$ cat src/rtl/bank_seq_pkg.sv
package bank_seq_pkg;
  typedef enum logic [2:0] {
    OP_NOP = 3'd0,
    OP_PRE = 3'd1,
    OP_ACT = 3'd2,
    OP_RD  = 3'd3,
    OP_WR  = 3'd4
  } cmd_op_e;

  typedef enum logic [1:0] {
    ACC_HIT,
    ACC_MISS,
    ACC_CONFLICT
  } access_e;

  typedef enum logic [2:0] {
    S_IDLE,
    S_PRE,
    S_ACT,
    S_COL,
    S_CLOSE
  } seq_state_e;
endpackage

$ cat src/rtl/bank_timer.sv
module bank_timer #(
  parameter int unsigned T_MIN = 4
) (
  input  logic clk_i,
  input  logic rst_ni,
  input  logic load_i,
  output logic done_o
);
  localparam int unsigned W = (T_MIN > 1) ? $clog2(T_MIN) : 1;
  localparam logic [W-1:0] LOAD_VAL = (T_MIN > 0) ? W'(T_MIN - 1) : '0;

  logic [W-1:0] cnt_q;

  always_ff @(posedge clk_i or negedge rst_ni) begin
    if (!rst_ni)              cnt_q <= '0;
    else if (load_i)          cnt_q <= LOAD_VAL;
    else if (cnt_q != '0)     cnt_q <= cnt_q - 1'b1;
  end

  assign done_o = (cnt_q == '0);
endmodule

$ cat src/rtl/row_classifier.sv
module row_classifier
  import bank_seq_pkg::*;
#(
  parameter int unsigned ROW_W = 14
) (
  input  logic             open_vld_i,
  input  logic [ROW_W-1:0] open_row_i,
  input  logic [ROW_W-1:0] req_row_i,
  output access_e          kind_o
);
  always_comb begin
    if (!open_vld_i)                  kind_o = ACC_MISS;
    else if (open_row_i == req_row_i) kind_o = ACC_HIT;
    else                              kind_o = ACC_CONFLICT;
  end
endmodule

$ cat src/rtl/bank_cmd_seq.sv
module bank_cmd_seq
  import bank_seq_pkg::*;
#(
  parameter int unsigned ROW_W     = 14,
  parameter int unsigned COL_W     = 11,
  parameter int unsigned BURST_LEN = 8,
  parameter int unsigned T_RC      = 20,
  parameter int unsigned T_RCD     = 3,
  parameter int unsigned T_RP      = 3,
  parameter int unsigned T_WTR     = 4,
  localparam int unsigned ADDR_W   = (ROW_W > COL_W) ? ROW_W : COL_W
) (
  input  logic              clk_i,
  input  logic              rst_ni,
  input  logic              closed_row_i,
  input  logic              req_valid_i,
  output logic              req_ready_o,
  input  logic [ROW_W-1:0]  req_row_i,
  input  logic [COL_W-1:0]  req_col_i,
  input  logic              req_we_i,
  input  logic              keep_open_i,
  output logic              cmd_valid_o,
  output logic [2:0]        cmd_op_o,
  output logic [ADDR_W-1:0] cmd_addr_o
);
  localparam int unsigned BEAT_W = $clog2(BURST_LEN);
  localparam logic [BEAT_W-1:0] LAST_BEAT = BEAT_W'(BURST_LEN - 1);

  seq_state_e       state_q, state_d;
  access_e          kind;
  logic             open_vld_q;
  logic [ROW_W-1:0] open_row_q;
  logic [ROW_W-1:0] row_q;
  logic [COL_W-1:0] col_q;
  logic             we_q;
  logic [BEAT_W-1:0] beat_q;

  logic rc_ok, rcd_ok, rp_ok, wtr_ok;
  logic issue_pre, issue_act, issue_col, last_col;

  row_classifier #(.ROW_W(ROW_W)) i_classifier (
    .open_vld_i (open_vld_q),
    .open_row_i (open_row_q),
    .req_row_i  (req_row_i),
    .kind_o     (kind)
  );

  // Spacing timers: activate-activate, activate-column, precharge-activate, write-read
  bank_timer #(.T_MIN(T_RC))  i_rc_timer  (.clk_i, .rst_ni, .load_i(issue_act), .done_o(rc_ok));
  bank_timer #(.T_MIN(T_RCD)) i_rcd_timer (.clk_i, .rst_ni, .load_i(issue_act), .done_o(rcd_ok));
  bank_timer #(.T_MIN(T_RP))  i_rp_timer  (.clk_i, .rst_ni, .load_i(issue_pre), .done_o(rp_ok));
  bank_timer #(.T_MIN(T_WTR)) i_wtr_timer (.clk_i, .rst_ni,
                                           .load_i(issue_col && we_q), .done_o(wtr_ok));

  assign req_ready_o = (state_q == S_IDLE);
  assign issue_pre   = (state_q == S_PRE) || (state_q == S_CLOSE);
  assign issue_act   = (state_q == S_ACT) && rc_ok && rp_ok;
  assign issue_col   = (state_q == S_COL) && rcd_ok && (we_q || wtr_ok);
  assign last_col    = issue_col && (beat_q == LAST_BEAT);

  always_comb begin
    state_d = state_q;
    unique case (state_q)
      S_IDLE: if (req_valid_i) begin
        unique case (kind)
          ACC_HIT:      state_d = S_COL;
          ACC_MISS:     state_d = S_ACT;
          default:      state_d = S_PRE;
        endcase
      end
      S_PRE:   state_d = S_ACT;
      S_ACT:   if (issue_act) state_d = S_COL;
      S_COL:   if (last_col) state_d = (closed_row_i && !keep_open_i) ? S_CLOSE : S_IDLE;
      S_CLOSE: state_d = S_IDLE;
      default: state_d = S_IDLE;
    endcase
  end

  always_ff @(posedge clk_i or negedge rst_ni) begin
    if (!rst_ni) begin
      state_q    <= S_IDLE;
      open_vld_q <= 1'b0;
      open_row_q <= '0;
      row_q      <= '0;
      col_q      <= '0;
      we_q       <= 1'b0;
      beat_q     <= '0;
    end else begin
      state_q <= state_d;
      if (req_ready_o && req_valid_i) begin
        row_q  <= req_row_i;
        col_q  <= req_col_i;
        we_q   <= req_we_i;
        beat_q <= '0;
      end
      if (issue_col) beat_q <= beat_q + 1'b1;
      if (issue_act) begin
        open_vld_q <= 1'b1;
        open_row_q <= row_q;
      end else if (issue_pre) begin
        open_vld_q <= 1'b0;
      end
    end
  end

  logic [COL_W-1:0] beat_col;
  always_comb begin
    beat_col = col_q;
    beat_col[BEAT_W-1:0] = col_q[BEAT_W-1:0] + beat_q;
  end

  always_comb begin
    cmd_valid_o = 1'b0;
    cmd_op_o    = OP_NOP;
    cmd_addr_o  = '0;
    if (issue_pre) begin
      cmd_valid_o = 1'b1;
      cmd_op_o    = OP_PRE;
    end else if (issue_act) begin
      cmd_valid_o = 1'b1;
      cmd_op_o    = OP_ACT;
      cmd_addr_o  = ADDR_W'(row_q);
    end else if (issue_col) begin
      cmd_valid_o = 1'b1;
      cmd_op_o    = we_q ? OP_WR : OP_RD;
      cmd_addr_o  = ADDR_W'(beat_col);
    end
  end

  // Assertion support: cycles elapsed since the last activate / precharge (saturating)
  localparam int unsigned GAP_W = $clog2(T_RC + T_RP + 2) + 1;
  logic [GAP_W-1:0] since_act_q, since_pre_q;
  logic cmd_is_act, cmd_is_pre, cmd_is_col;
  assign cmd_is_act = cmd_valid_o && (cmd_op_o == OP_ACT);
  assign cmd_is_pre = cmd_valid_o && (cmd_op_o == OP_PRE);
  assign cmd_is_col = cmd_valid_o && ((cmd_op_o == OP_RD) || (cmd_op_o == OP_WR));

  always_ff @(posedge clk_i or negedge rst_ni) begin
    if (!rst_ni) begin
      since_act_q <= '1;
      since_pre_q <= '1;
    end else begin
      if (cmd_is_act)              since_act_q <= GAP_W'(1);
      else if (since_act_q != '1)  since_act_q <= since_act_q + 1'b1;
      if (cmd_is_pre)              since_pre_q <= GAP_W'(1);
      else if (since_pre_q != '1)  since_pre_q <= since_pre_q + 1'b1;
    end
  end

  AST_ACT_GAP: assert property (@(posedge clk_i) disable iff (!rst_ni)
    cmd_is_act |-> since_act_q >= GAP_W'(T_RC));
  AST_PRE_TO_ACT: assert property (@(posedge clk_i) disable iff (!rst_ni)
    cmd_is_act |-> since_pre_q >= GAP_W'(T_RP));
  AST_ACT_ON_CLOSED: assert property (@(posedge clk_i) disable iff (!rst_ni)
    cmd_is_act |-> !open_vld_q);
  AST_COL_NEEDS_ROW: assert property (@(posedge clk_i) disable iff (!rst_ni)
    cmd_is_col |-> open_vld_q);
  AST_BURST_CONT: assert property (@(posedge clk_i) disable iff (!rst_ni)
    (cmd_is_col && beat_q != LAST_BEAT) |=> (cmd_valid_o && cmd_op_o == $past(cmd_op_o)));
  AST_IDLE_QUIET: assert property (@(posedge clk_i) disable iff (!rst_ni)
    req_ready_o |-> !cmd_valid_o);
endmodule

$ cat config.mk
export PLATFORM = sky130hd
export DESIGN_NAME = bank_cmd_seq
export DESIGN_NICKNAME = d
export VERILOG_FILES = /design/src/rtl/bank_seq_pkg.sv /design/src/rtl/bank_timer.sv /design/src/rtl/row_classifier.sv /design/src/rtl/bank_cmd_seq.sv
export SDC_FILE = /design/constraint.sdc
export NUM_CORES = 1
export LEC_CHECK = 0
export ABC_AREA = 1
export CAP_MARGIN = 20
export CORE_UTILIZATION = 30
export CTS_BUF_LIST = sky130_fd_sc_hd__clkbuf_8
export CTS_CLUSTER_SIZE = 40
export DETAILED_ROUTE_END_ITERATION = 12
export PLACE_DENSITY = 0.59
export SYNTH_ARGS = -nofsm -noshare
export SYNTH_HDL_FRONTEND = slang
export SYNTH_HIERARCHICAL = 1
export SYNTH_SLANG_ARGS = --single-unit
export TNS_END_PERCENT = 50
$ cat constraint.sdc
create_clock -name clk_i -period 2 [get_ports clk_i]
set_clock_uncertainty 0.15 [all_clocks]
set_input_delay 0.4 -clock clk_i [delete_from_list [all_inputs] [get_ports clk_i]]
set_output_delay 0.4 -clock clk_i [all_outputs]
set_load 0.01 [all_outputs]
Word level (Yosys, flattened, before mapping)

Cells that the tools add are included.

Flip-flop bits (word level): 58
Memories: 0
Input bits: 31
Bits in writable memories: 0
Bits in read-only memories: 0
Latch bits: 0
Logic and storage cells: 85
Output and inout port bits: 19

Multiply operators: 0
Equal/unequal tests: 10
$lt $le $gt $ge: 0
Reduce and logical (&&, ||, !) cells: 28
Div/mod/pow operators: 0
Bitwise gates (word level): 0
$add $sub $neg: 6
Shifts and indexed selects: 0
Mux-type cells: 30

Operator list:

| kind                  | number |
|---|---|
| $mux W3               | 10 |
| $mux W14              | 2 |
| $reduce_bool A2 Y1    | 9 |
| $mux W2               | 8 |
| $eq A14 B14 Y1        | 1 |
| $pmux W3 S4           | 1 |
| $mux W11              | 1 |
| $mux W5               | 2 |
| $logic_and A1 B1 Y1   | 8 |
| $logic_not A2 Y1      | 4 |
| $eq A3 B2 Y1 const B  | 2 |
| $eq A3 B3 Y1 const B  | 2 |
| $sub A2 B1 Y2 const B | 3 |
| $logic_not A5 Y1      | 1 |
| $mux W1               | 5 |
| $reduce_bool A5 Y1    | 1 |
| $sub A5 B1 Y5 const B | 1 |
| $ne A2 B2 Y1 const B  | 2 |
| $pmux W2 S2           | 1 |
| $add A3 B1 Y3 const B | 1 |
| $add A3 B3 Y3         | 1 |
| $eq A3 B1 Y1 const B  | 1 |
| $logic_not A3 Y1      | 1 |
| $reduce_and A3 Y1     | 1 |
| 4 further kinds       | 5 |

Longest topological paths before layout

Depth in word-level cells: 7
Mapped depth: 11
Mapped depth without buffers: 11

By module

The synthesis kept the hierarchy.

Modules (own cells, without submodules):

| module                        | cells each | instances | seq. area each (um2) | area an instance (um2) |
|---|---|---|---|---|
| bank_cmd_seq                  | 268        | 1         | 1176.1               | 2250.9 |
| row_classifier                | 76         | 1         | 0.0                  | 296.5 |
| bank_timer at i_rc_timer      | 34         | 1         | 125.1                | 267.8 |
| bank_timer at i_rcd_timer ... | 14         | 2         | 50.0                 | 107.6 |
| bank_timer at i_wtr_timer     | 14         | 1         | 50.0                 | 111.4 |

Worst setup path before layout

Ideal clock, no wire load.

Kind: reg2out
Start: reg i_rc_timer.cnt_q[0]
End: out cmd_addr_o[11]
Buffers on the path: 1
Stages on the path, launching flop included: 10
Data required time: 1.450 ns
Arrival time: 1.470 ns
Path slack: -0.020 ns
Cell sequence: dfrtp_1 > inv_1 > ha_1 > nand3_2 > inv_1 > nand2_1 > nor2_4 > inv_2 > buf_6 > nor2_1

Word-level cells in the longest chain between the ends: 5

RTL lines:

| what                              | RTL line            | source |
|---|---|---|
| start: declaration                | bank_timer.sv:12    | `logic [W-1:0] cnt_q;` |
| start signal: assignment          | bank_timer.sv:17    | `else if (cnt_q != '0) cnt_q <= cnt_q - 1'b1;` |
| $logic_not A5 Y1                  | bank_timer.sv:20    | `assign done_o = (cnt_q == '0);` |
| net rc_ok                         | bank_cmd_seq.sv:38  | `logic rc_ok, rcd_ok, rp_ok, wtr_ok;` |
| $logic_and A1 B1 Y1 (2 in series) | bank_cmd_seq.sv:57  | `assign issue_act = (state_q == S_ACT) && rc_ok && rp_ok;` |
| $mux W14                          | bank_cmd_seq.sv:119 | `end else if (issue_act) begin` |
| $mux W14                          | bank_cmd_seq.sv:116 | `if (issue_pre) begin` |
| end: declaration                  | bank_cmd_seq.sv:24  | `output logic [ADDR_W-1:0] cmd_addr_o` |

The timed path passes the listed nets, and every way through them passes these cells.

Worst setup path after layout

Start: reg i_rc_timer.cnt_q[0]
End: out cmd_op_o[1]

Word-level cells in the longest chain between the ends: 5

RTL lines:

| what                              | RTL line            | source |
|---|---|---|
| $logic_not A5 Y1                  | bank_timer.sv:20    |  |
| net rc_ok                         | bank_cmd_seq.sv:38  |  |
| $logic_and A1 B1 Y1 (2 in series) | bank_cmd_seq.sv:57  |  |
| $mux W3                           | bank_cmd_seq.sv:119 |  |
| $mux W3                           | bank_cmd_seq.sv:116 |  |
| end: declaration                  | bank_cmd_seq.sv:23  | `output logic [2:0] cmd_op_o,` |

The timed path passes the listed nets, and every way through them passes these cells.

==> flow_metrics.env <==
export IMPL_ys_flop_type="dfrtp_1"
export IMPL_synth_most_common_cell="nand2_1"
export IMPL_die_w_um=104
export IMPL_first_iter_violations=122
export IMPL_worstPathMaxFanout=8
export IMPL_status="complete, but fails checks"
export IMPL_regToRegEndpoint="i_rc_timer/cnt_q[3]"
export IMPL_startpoint_type="flip-flop"
export IMPL_num_rows=36
export IMPL_synth_area_leaders="dfrtp_1 46%, nand2_1 24%, inv_1 7.5%"
export IMPL_critPathRequiredTime_ns=1.45
export IMPL_nFillCells=981
export IMPL_insertion_delay_ns=0.34
export IMPL_hold_depth=2
export IMPL_synthTopCellsByCount="197 x nand2_1, 63 x inv_1, 58 x dfrtp_1"
export IMPL_area_delta_synth_final_pct=43.8
export IMPL_relSlewSlack_pct=78.8
export IMPL_layout_nets=576
export IMPL_wl_per_cell_um=11.5
export IMPL_seq_area_frac_synth_pct=46.2
export IMPL_portBuffers=49
export IMPL_cp_arrival_ns=1.72
export IMPL_drc_errors=0
export IMPL_p_per_area_nw_per_um2=1330
export IMPL_cts_tree="yes"
export IMPL_ys_types=23
export IMPL_synth_avg_cell_area_um2=7.48
export IMPL_start_util_pct=31.6
export IMPL_peakVddDrop_mv=0.591
export IMPL_path_class="reg2out"
export IMPL_syn_nets=459
export IMPL_grt_pass1_wl_um=13500
export IMPL_synth_top_cell_area_share_pct=46.2
export IMPL_async_reset_ff_share_pct=100
export IMPL_clock_sinks=58
export IMPL_startpoint="i_rc_timer/cnt_q[0]"
export IMPL_finalCritPeriodShare_pct=114
export IMPL_finalWorstSetupSlack_ns=-0.273
export IMPL_cts_htree_levels=3
export IMPL_dp_hpwl_um=5640
export IMPL_fin_crit_ns=2.27
export IMPL_r2r_slack_ns=0.17
export IMPL_rsz0062_at_grt="yes"
export IMPL_io_pins=50
export IMPL_drive_gt1_share_pct=29.9
export IMPL_ant_nets=0
export IMPL_dieArea_um2=10900
export IMPL_grt_total_usage_pct=15.7
export IMPL_antenna_found_initial=0
export IMPL_hp_class="reg2reg"
export IMPL_vias=2899
export IMPL_ys_ff_latch=58
export IMPL_cts_buffers_inserted=9
export IMPL_setup_viol=17
export IMPL_holdPathEnd="col_q[7]"
export IMPL_violations="negative setup slack"
export IMPL_root_buffer="clkbuf_8"
export IMPL_total_power_uw=6000
export IMPL_r2r_start="i_rc_timer/cnt_q[0]"
export IMPL_multi_input_comb_area_um2=1490
export IMPL_yosysTopAreaCell="dfrtp_1"
export IMPL_timing_fmax_mhz=440
export IMPL_antenna_cells=0
export IMPL_hold_path_startpoint="col_q[7]"
export IMPL_cts_clk_slew_worst_paths_ns=0.06
export IMPL_tightest_slew_ns=0.318
export IMPL_first_pass_iters=4
export IMPL_finalHoldViolations=0
export IMPL_p_leak_uw=0.00254
export IMPL_syn_area_um2=3140
export IMPL_yosys_warnings=6
export IMPL_regArea_um2=1450
export IMPL_gp_congestion=0.793
export IMPL_cp_end_kind="output pin"
export IMPL_grt_max_degree=25
export IMPL_r2r_cells=12
export IMPL_cap_violations=0
export IMPL_grt_overflow=0
export IMPL_holdWs_ns=0.323
export IMPL_core_area_um2=9950
export IMPL_wirelength_um=7720
export IMPL_drv_slew=0
export IMPL_synth_edf_count=0
export IMPL_synth_cells=420
export IMPL_clockBufferDepth=2
export IMPL_grt_pass1_vias=2977
export IMPL_die_height_um=104
export IMPL_via_per_inst=4.30
## placed cells by master (no fill, tap or decap)
cell type / count
ha_1: 4
xor2_1: 2
bufinv_16: 1
a21oi_1: 2
ha_4: 3
buf_4: 59
nand3_2: 2
clkbuf_8: 12
o21ai_0: 4
buf_2: 14
or2_0: 1
clkdlybuf4s50_1: 29
nand2_2: 26
clkdlybuf4s15_2: 1
o21ai_1: 1
nor2_2: 2
buf_6: 8
inv_2: 6
inv_4: 2
o21ai_2: 7
xnor2_1: 3
clkbuf_2: 1
nand2_1: 178
nor2_8: 1
nand4_1: 2
dlygate4sd3_1: 1
nor2_1: 18
dfrtp_2: 2
nand3_1: 20
inv_1: 58
nand2_4: 4
fa_2: 1
dfrtp_1: 56
nor2_4: 5
nand3_4: 2
buf_8: 2
clkinv_2: 1
## cell type report
type,count,area share (%)
Clock buffer,12,3.66
Clock inverter,3,0.859
Inverter,65,5.51
Multi-Input combinational cell,288,33.1
Sequential cell,58,32.2
Tap cell,133,3.68
Timing Repair Buffer,115,21.0
## critical path, cell delays in order, from the launching register on
cell and delay [ns]:
dfrtp_1 0.40, inv_2 0.08, ha_4 0.14, nand3_4 0.07
inv_2 0.07, nand2_4 0.05, nor2_4 0.16, buf_4 0.14
inv_4 0.05, o21ai_0 0.07, buf_2 0.15
## power by group
part | leakage (uW) | internal (uW) | switching, uW
Clock | 0.000110 | 664 | 445
Combinational | 0.00171 | 1320 | 1440
Sequential | 0.000726 | 1730 | 402
## metrics by stage
stage	area (um^2)	util [%]	worst slack [ns]	setup TNS [ns]	std cells
final	4520	45.4	-0.273	-4.18	674
after global routing	4520	45.4	-0.377	-6.07	674
after CTS	4400	44.2	-0.314	-4.99	670
after detailed placement	4100	41.2	-0.411	-6.42	645
after global placement	4100	41.2	-0.372	-5.66	645
after floorplan	3140	-	0.0108	0	420
## timing repair
action,CTS,global route
endpoints found under the setup margin,19,20
buffers inserted,8,6
pin swaps,3,7
resized for setup,98,36
hold buffers,1,0
cloned,1,0
hold endpoints to repair,58,0
## kinds of logic after synthesis
logic type / count (synthesis) / synth area share (%)
and+or+nand+nor: 261 / 35.0
xor gates and xnor gates: 5 / 1.39
adders and majority gates: 8 / 3.42
DFF: 58 / 46.2
AOI/OAI and AO/OA: 14 / 3.07
buffers and inverters: 74 / 11.0
## layer usage
layer / vias up / wire, um / part of all wire (%) / track usage, %
met5: - / 0 / 0 / 0
met4: 0 / 125 / 1.6 / 6.73
met3: 12 / 309 / 4.0 / 4.14
met2: 51 / 3790 / 49 / 26.3
met1: 1351 / 3490 / 45 / 18.7
li1: 1485 / - / - / -
## sequential cells by signal, summed over array words and instances (netlist names)
signal	count
beat_q	3
col_q	11
i_rc_timer/cnt_q	5
i_rcd_timer/cnt_q	2
i_rp_timer/cnt_q	2
i_wtr_timer/cnt_q	2
open_row_q	14
open_vld_q	1
row_q	14
state_q	3
we_q	1
## worst max-delay path by stage
| stage | to | slack, ns |
|---|---|---|
| after floorplan | cmd_addr_o[11] | 0.01 |
| after global placement | cmd_addr_o[2] | -0.37 |
| after detailed placement | cmd_addr_o[2] | -0.41 |
| after CTS | cmd_addr_o[3] | -0.31 |
| after global routing | cmd_addr_o[4] | -0.38 |
| final | cmd_op_o[1] | -0.27 |
Power figures use the tool's default switching activity.
